<file path="config.mk">
export PLATFORM = sky130hd
export DESIGN_NAME = refTimeCalc
export DESIGN_NICKNAME = d
export VERILOG_FILES = /design/src/rtl/rtcPkg.sv /design/src/rtl/rtcParamRegs.sv /design/src/rtl/rtcCtrl.sv /design/src/rtl/rtcDatapath.sv /design/src/rtl/refTimeCalc.sv
export SDC_FILE = /design/constraint.sdc
export NUM_CORES = 2
export LEC_CHECK = 0
export ABC_AREA = 1
export BUFFER_PORTS_ARGS = -buffer_cell sky130_fd_sc_hd__buf_2
export CORE_MARGIN = 2
export CORE_UTILIZATION = 48
export DETAILED_ROUTE_END_ITERATION = 10
export PLACE_DENSITY = 0.65
export SYNTH_ARGS = -nofsm -noshare
export SYNTH_HDL_FRONTEND = slang
export SYNTH_SLANG_ARGS = --single-unit
</file>
<file path="constraint.sdc">
create_clock -name clk -period 17 [get_ports clk]
set_input_delay 1.7 -clock clk [delete_from_list [all_inputs] [get_ports clk]]
set_output_delay 1.7 -clock clk [all_outputs]
set_load 0.05 [all_outputs]
</file>
<file path="src/rtl/rtcPkg.sv">
package rtcPkg;

  typedef struct packed {
    logic capSeq;   // take first sequence sample
    logic capPrm;   // take timestamp, scale, offset; clear accumulator
    logic mulStep;  // accumulate one partial product
    logic sumDo;    // add offset, publish result
    logic fallDo;   // publish fallback counter
  } rtcStrobes_t;

  typedef enum logic [2:0] {
    S_IDLE,
    S_SEQ1,
    S_PRM,
    S_SEQ2,
    S_MUL,
    S_SUM,
    S_FALL
  } rtcState_t;

endpackage

</file>
<file path="src/rtl/rtcParamRegs.sv">
module rtcParamRegs #(
  parameter int TIME_W = 64,
  parameter int SEQ_W  = 32
) (
  input  logic              clk,
  input  logic              rstN,
  input  logic              prmWrEn,
  input  logic              prmInvalidate,
  input  logic [TIME_W-1:0] prmScale,
  input  logic [TIME_W-1:0] prmOffset,
  input  logic              ctlWrEn,
  input  logic [TIME_W-1:0] ctlWrData,
  input  logic              refTick,
  input  logic              cntWrEn,
  output logic [TIME_W-1:0] scaleQ,
  output logic [TIME_W-1:0] offsetQ,
  output logic [SEQ_W-1:0]  seqQ,
  output logic [TIME_W-1:0] ctlQ,
  output logic [TIME_W-1:0] refCount,
  output logic              errFlag
);

  logic [SEQ_W-1:0] seqBump;

  // Next sequence value: increment with wrap, zero is reserved for invalidation
  always_comb begin
    seqBump = seqQ + SEQ_W'(1);
    if (seqBump == '0) seqBump = SEQ_W'(1);
  end

  always_ff @(posedge clk) begin
    if (!rstN) begin
      scaleQ  <= '0;
      offsetQ <= '0;
      seqQ    <= '0;
    end else if (prmWrEn) begin
      if (prmInvalidate) begin
        seqQ <= '0;
      end else begin
        scaleQ  <= prmScale;
        offsetQ <= prmOffset;
        seqQ    <= seqBump;
      end
    end
  end

  always_ff @(posedge clk) begin
    if (!rstN)        ctlQ <= '0;
    else if (ctlWrEn) ctlQ <= ctlWrData;
  end

  // Fallback counter: tick-driven, write attempts are rejected and flagged
  always_ff @(posedge clk) begin
    if (!rstN) begin
      refCount <= '0;
      errFlag  <= 1'b0;
    end else begin
      errFlag <= cntWrEn;
      if (refTick) refCount <= refCount + TIME_W'(1);
    end
  end

endmodule

</file>
<file path="src/rtl/rtcCtrl.sv">
module rtcCtrl #(
  parameter int NUM_PP = 4
) (
  input  logic                      clk,
  input  logic                      rstN,
  input  logic                      reqValid,
  input  logic                      enBit,
  input  logic                      seqZero,
  input  logic                      seqMatch,
  output rtcPkg::rtcStrobes_t       strb,
  output logic [$clog2(NUM_PP)-1:0] mulIdx,
  output logic                      busy
);
  import rtcPkg::*;

  localparam int CNT_W = $clog2(NUM_PP);

  rtcState_t  state, stateNext;
  logic [CNT_W-1:0] mulCnt;

  always_comb begin
    stateNext = state;
    strb      = '0;
    unique case (state)
      S_IDLE: begin
        if (reqValid) begin
          if (!enBit) begin
            stateNext = S_FALL;
          end else begin
            strb.capSeq = 1'b1;
            stateNext   = seqZero ? S_FALL : S_PRM;
          end
        end
      end
      S_SEQ1: begin
        strb.capSeq = 1'b1;
        stateNext   = seqZero ? S_FALL : S_PRM;
      end
      S_PRM: begin
        strb.capPrm = 1'b1;
        stateNext   = S_SEQ2;
      end
      S_SEQ2: stateNext = seqMatch ? S_MUL : S_SEQ1;
      S_MUL: begin
        strb.mulStep = 1'b1;
        if (mulCnt == CNT_W'(NUM_PP - 1)) stateNext = S_SUM;
      end
      S_SUM: begin
        strb.sumDo = 1'b1;
        stateNext  = S_IDLE;
      end
      S_FALL: begin
        strb.fallDo = 1'b1;
        stateNext   = S_IDLE;
      end
      default: stateNext = S_IDLE;
    endcase
  end

  always_ff @(posedge clk) begin
    if (!rstN) begin
      state  <= S_IDLE;
      mulCnt <= '0;
    end else begin
      state <= stateNext;
      if (state == S_MUL) mulCnt <= mulCnt + CNT_W'(1);
      else                mulCnt <= '0;
    end
  end

  assign mulIdx = mulCnt;
  assign busy   = (state != S_IDLE);

endmodule

</file>
<file path="src/rtl/rtcDatapath.sv">
module rtcDatapath #(
  parameter int TIME_W = 64,
  parameter int SEQ_W  = 32
) (
  input  logic                clk,
  input  logic                rstN,
  input  rtcPkg::rtcStrobes_t strb,
  input  logic [1:0]          mulIdx,
  input  logic [TIME_W-1:0]   tscIn,
  input  logic [TIME_W-1:0]   scaleQ,
  input  logic [TIME_W-1:0]   offsetQ,
  input  logic [SEQ_W-1:0]    seqQ,
  input  logic [TIME_W-1:0]   refCount,
  output logic                seqZero,
  output logic                seqMatch,
  output logic [TIME_W-1:0]   result,
  output logic                resultValid
);

  localparam int HALF_W = TIME_W / 2;
  localparam int PROD_W = 2 * TIME_W;

  logic [SEQ_W-1:0]  seq1Reg;
  logic [TIME_W-1:0] tscCap, scaleCap, offsetCap;
  logic [PROD_W-1:0] acc;
  logic [HALF_W-1:0] aPart, bPart;
  logic [TIME_W-1:0] pp;
  logic [PROD_W-1:0] ppExt, ppShift;

  assign seqZero  = (seqQ == '0);
  assign seqMatch = (seqQ == seq1Reg);

  // Partial product selection: bit 0 picks timestamp half, bit 1 picks scale half
  assign aPart = mulIdx[0] ? tscCap[TIME_W-1:HALF_W]   : tscCap[HALF_W-1:0];
  assign bPart = mulIdx[1] ? scaleCap[TIME_W-1:HALF_W] : scaleCap[HALF_W-1:0];
  assign pp    = {{HALF_W{1'b0}}, aPart} * {{HALF_W{1'b0}}, bPart};
  assign ppExt = {{TIME_W{1'b0}}, pp};

  always_comb begin
    unique case (mulIdx)
      2'd0:    ppShift = ppExt;
      2'd3:    ppShift = ppExt << TIME_W;
      default: ppShift = ppExt << HALF_W;
    endcase
  end

  always_ff @(posedge clk) begin
    if (!rstN) begin
      seq1Reg   <= '0;
      tscCap    <= '0;
      scaleCap  <= '0;
      offsetCap <= '0;
      acc       <= '0;
    end else begin
      if (strb.capSeq) seq1Reg <= seqQ;
      if (strb.capPrm) begin
        tscCap    <= tscIn;
        scaleCap  <= scaleQ;
        offsetCap <= offsetQ;
        acc       <= '0;
      end else if (strb.mulStep) begin
        acc <= acc + ppShift;
      end
    end
  end

  always_ff @(posedge clk) begin
    if (!rstN) begin
      result      <= '0;
      resultValid <= 1'b0;
    end else begin
      resultValid <= strb.sumDo | strb.fallDo;
      if (strb.sumDo)       result <= acc[PROD_W-1:TIME_W] + offsetCap;
      else if (strb.fallDo) result <= refCount;
    end
  end

endmodule

</file>
<file path="src/rtl/refTimeCalc.sv">
module refTimeCalc #(
  parameter int TIME_W = 64,
  parameter int SEQ_W  = 32
) (
  input  logic              clk,
  input  logic              rstN,
  input  logic [TIME_W-1:0] tscIn,
  input  logic              reqValid,
  output logic              busy,
  output logic [TIME_W-1:0] result,
  output logic              resultValid,
  input  logic              prmWrEn,
  input  logic              prmInvalidate,
  input  logic [TIME_W-1:0] prmScale,
  input  logic [TIME_W-1:0] prmOffset,
  output logic [SEQ_W-1:0]  seqRd,
  input  logic              ctlWrEn,
  input  logic [TIME_W-1:0] ctlWrData,
  output logic [TIME_W-1:0] ctlRd,
  input  logic              refTick,
  input  logic              cntWrEn,
  output logic [TIME_W-1:0] refCount,
  output logic              errFlag
);

  localparam int NUM_PP = 4;

  rtcPkg::rtcStrobes_t strb;
  logic [1:0]          mulIdx;
  logic [TIME_W-1:0]   scaleQ, offsetQ;
  logic                seqZero, seqMatch;

  rtcParamRegs #(.TIME_W(TIME_W), .SEQ_W(SEQ_W)) u_regs (
    .clk(clk), .rstN(rstN),
    .prmWrEn(prmWrEn), .prmInvalidate(prmInvalidate),
    .prmScale(prmScale), .prmOffset(prmOffset),
    .ctlWrEn(ctlWrEn), .ctlWrData(ctlWrData),
    .refTick(refTick), .cntWrEn(cntWrEn),
    .scaleQ(scaleQ), .offsetQ(offsetQ), .seqQ(seqRd),
    .ctlQ(ctlRd), .refCount(refCount), .errFlag(errFlag)
  );

  rtcCtrl #(.NUM_PP(NUM_PP)) u_ctrl (
    .clk(clk), .rstN(rstN), .reqValid(reqValid), .enBit(ctlRd[0]),
    .seqZero(seqZero), .seqMatch(seqMatch),
    .strb(strb), .mulIdx(mulIdx), .busy(busy)
  );

  rtcDatapath #(.TIME_W(TIME_W), .SEQ_W(SEQ_W)) u_dp (
    .clk(clk), .rstN(rstN), .strb(strb), .mulIdx(mulIdx),
    .tscIn(tscIn), .scaleQ(scaleQ), .offsetQ(offsetQ), .seqQ(seqRd),
    .refCount(refCount), .seqZero(seqZero), .seqMatch(seqMatch),
    .result(result), .resultValid(resultValid)
  );

endmodule

</file>
==> results.toml <==
[setup_path]
crit_slowest_cell = "clkinv_1"
critPathLaunchType = "flop"
crit_family = "adder cells"
cpMostUsedCell = "nand2_1"
critPathArrivalTime_ns = 13.83
crit_fanout = 34
path_buf_inv = 7
cp-end-kind = "flop"
worstSetupPathType = "flop to flop"
cp_slowest_stage_delay_ns = 0.79
crit_required_ns = 17.64

[yosys]
netlist_instances = 11400
synthesis.nets = 13000
yosysSeqAreaShare_pct = 18.2
synth_edf_count = 0
syn-cell-area_um2 = 78100
ys_async_sr_fraction_pct = 0
ys_warn_count = 0
avgSynthCellArea_um2 = 6.86
synth-seq-cells = 711
synth_cell_types = 54
synthFlopType = "dfxtp_1"

[route]
drc = 0
ant_nets = 0
vias_per_cell = 5.76
dr.pass1.iters = 7
routedWlPerCell_um = 26.0
totalWireLength_um = 361000
vias = 80200
first_iter_violations = 9376

[sta]
report.final.slew_viol_count = 4
finalHoldViolCount = 0
max_freq_mhz = 75.8
relSlewSlack_pct = -1.10
worstMarginPinSlew_ns = 1.51
rsz0062_at_grt = "no"
period_share_pct = 77.6
period_needed_ns = 13.19
setup-violations-final = 0
clock_skew_ns = 0.0799
fin_tns_setup_ns = 0

[layout]
post-route-util_pct = 52.9
num-nets-final = 13300
final_cells = 13900
final_cell_area_um2 = 85800
syn_to_final_growth_pct = 9.87
drive_gt1_share_pct = 8.17

[die]
start_util_pct = 48.1
die_w_um = 407
die_h_um = 407
die_area_um2 = 166000
io_pins = 491
core_area_um2 = 162000
rows = 148

[place]
hpwl_um = 290000
place.gp.congestion = 1.12
dp.cells = 13700
portBuffers = 490
dpl_cell_area_um2 = 82700

[clock_network]
cts_tree = "yes"
cts_resized = 0
hold_buffers = 0
insertion_delay_ns = 0.74
cts_buffer_depth = 3
cts-root-buf = "clkbuf_16"
cts_setup_buffers = 0
numCtsBuffers = 86
clock_sinks = 711
htree_levels = 3
cts.clk_slew.worst_paths_ns = 0.06

[power]
switchingPower_uw = 12800
sw_frac_of_total_pct = 62.8
fin_total_pwr_uw = 20500
pwr-share-seq_pct = 11.7
internal_power_uw = 7620
powerDensity_nw_per_um2 = 238
power.leakage_uw = 0.0408
ir_worst_vdd_mv = 0.223
p_clk_share_pct = 9.8
comb_power_share_pct = 78.4

[run_status]
violations = "capacitance limit, slew limit"
status = "finished, violations left"

[hold_path]
hold_class = "flop to flop"

[flow_run]
cap_violations = 2

[grt]
grt_pass1_wl_um = 524000
grt_max_degree = 139
antenna_found_initial = 18
grt_pass1_vias = 78600
track_usage_pct = 42.7
grt.overflow.total = 0
-- cell usage after synthesis (45+ instances only) --
master	number	area share (%)
o21bai_1	49	0.47
nand4_1	71	0.57
o22ai_1	45	0.36
nor3_1	119	0.76
inv_1	1842	8.9
or2_2	78	0.62
a21o_1	48	0.46
nand2_1	1845	8.9
xnor2_1	58	0.65
nor2_1	2510	12
a21oi_1	626	4.0
ha_1	465	7.4
fa_1	898	23
dfxtp_1	711	18
o21ai_1	61	0.39
o21ai_0	837	5.4
xor2_1	129	1.4
clkbuf_1	364	1.7
nand3_1	324	2.1
-- worst paths after layout --
path,slack [ns],cells after the start,endpoint,startpoint
worst max-delay path,3.81,42,u_dp.acc[106],u_ctrl.mulIdx[1]
worst min-delay path,0.46,2,u_dp.result[21],u_dp.result[21]
worst max register to register,3.81,42,u_dp.acc[106],u_ctrl.mulIdx[1]
worst min register to register,0.46,2,u_dp.result[21],u_dp.result[21]
-- registers in the layout, summed over array words and instances, names as in the netlist --
signal and flops:
u_regs.offsetQ 64, u_dp.acc 128, u_regs.errFlag 1, u_regs.ctlQ 64
u_dp.seq1Reg 32, u_regs.seqQ 32, u_dp.offsetCap 64, u_dp.result 64
u_ctrl.mulIdx 2, u_dp.scaleCap 64, u_regs.scaleQ 64, u_ctrl.state 3
u_dp.tscCap 64, u_regs.refCount 64, u_dp.resultValid 1
-- logic make-up (layout without fill, tap and decap cells) --
family / Yosys count / after routing / share of synthesized area, %
AO/OA/AOI/OAI: 1777 / 1777 / 12.2
XOR/XNOR: 187 / 187 / 2.10
adder cells (fa/ha/maj): 1363 / 1363 / 30.5
buffers and inverters: 2308 / 2647 / 11.2
flip-flops: 711 / 711 / 18.2
other: 0 / 7 / 0
AND/OR/NAND/NOR: 5037 / 5037 / 25.9
-- power groups by stage --
stage          Sequential, uW  Clock, uW  Combinational (uW)
3_3_place_gp             2400          0               15100
3_5_place_dp             2410          0               15200
5_1_grt                  2410       2090               16800
2_1_floorplan            2270          0                8590
6_report                 2400       2010               16000
4_1_cts                  2380       2030               15300
-- area by class of cell --
type                       count  area, um^2
fill                       16400       76400
multi-input combinational   8364       55400
sequential                   711       14200
inverter                    1892        7120
timing repair buffer         598        3290
tap                         2175        2720
clock buffer                 110        2390
clock inverter                47         649
antenna                        7        17.5
-- tightest hold or removal path, cell delays in order, from the launching register on --
cell	delay (ns)
dfxtp_1	0.31
nand2_1	0.06
a21oi_1	0.05
-- layer usage --
layer	part of all wire (%)	up-vias	routed length, um	track usage, %
li1	-	35800	-	-
met1	39	38600	140000	54.8
met2	43	4688	155000	64.9
met3	11	1078	40000	11.5
met4	7.0	12	25200	24.0
met5	0.021	-	76	0
-- metrics by stage --
stage                     setup WS [ns]  hold WS, ns
final                              3.81        0.464
after global routing               3.64        0.489
after CTS                          4.36        0.467
after detailed placement           4.37        0.456
after global placement             3.80        0.453
after floorplan                    8.09        0.450
-- cells in the final DEF (no fill, tap or decap), types with 9 or more instances in the layout --
cell type,n
clkbuf_1,10
nand3_1,323
nor3_1,118
nand2_1,1844
a21o_1,48
nor2_1,2507
o21bai_1,49
nand4_1,71
o211ai_1,25
ha_1,464
clkinv_1,23
nor3_2,10
o21ai_0,818
or2_2,78
a21boi_0,9
o21ai_2,50
dfxtp_1,709
o21ai_1,42
clkbuf_8,13
buf_4,106
a21oi_1,626
fa_1,898
nand3b_1,13
bufinv_16,11
o21a_1,25
xor2_1,129
clkinv_2,20
o22ai_1,45
inv_2,25
xnor2_1,58
a31oi_1,12
clkbuf_16,87
nor4_1,40
buf_2,489
inv_1,1840
No activity file was read; power rests on OpenSTA's default activity.
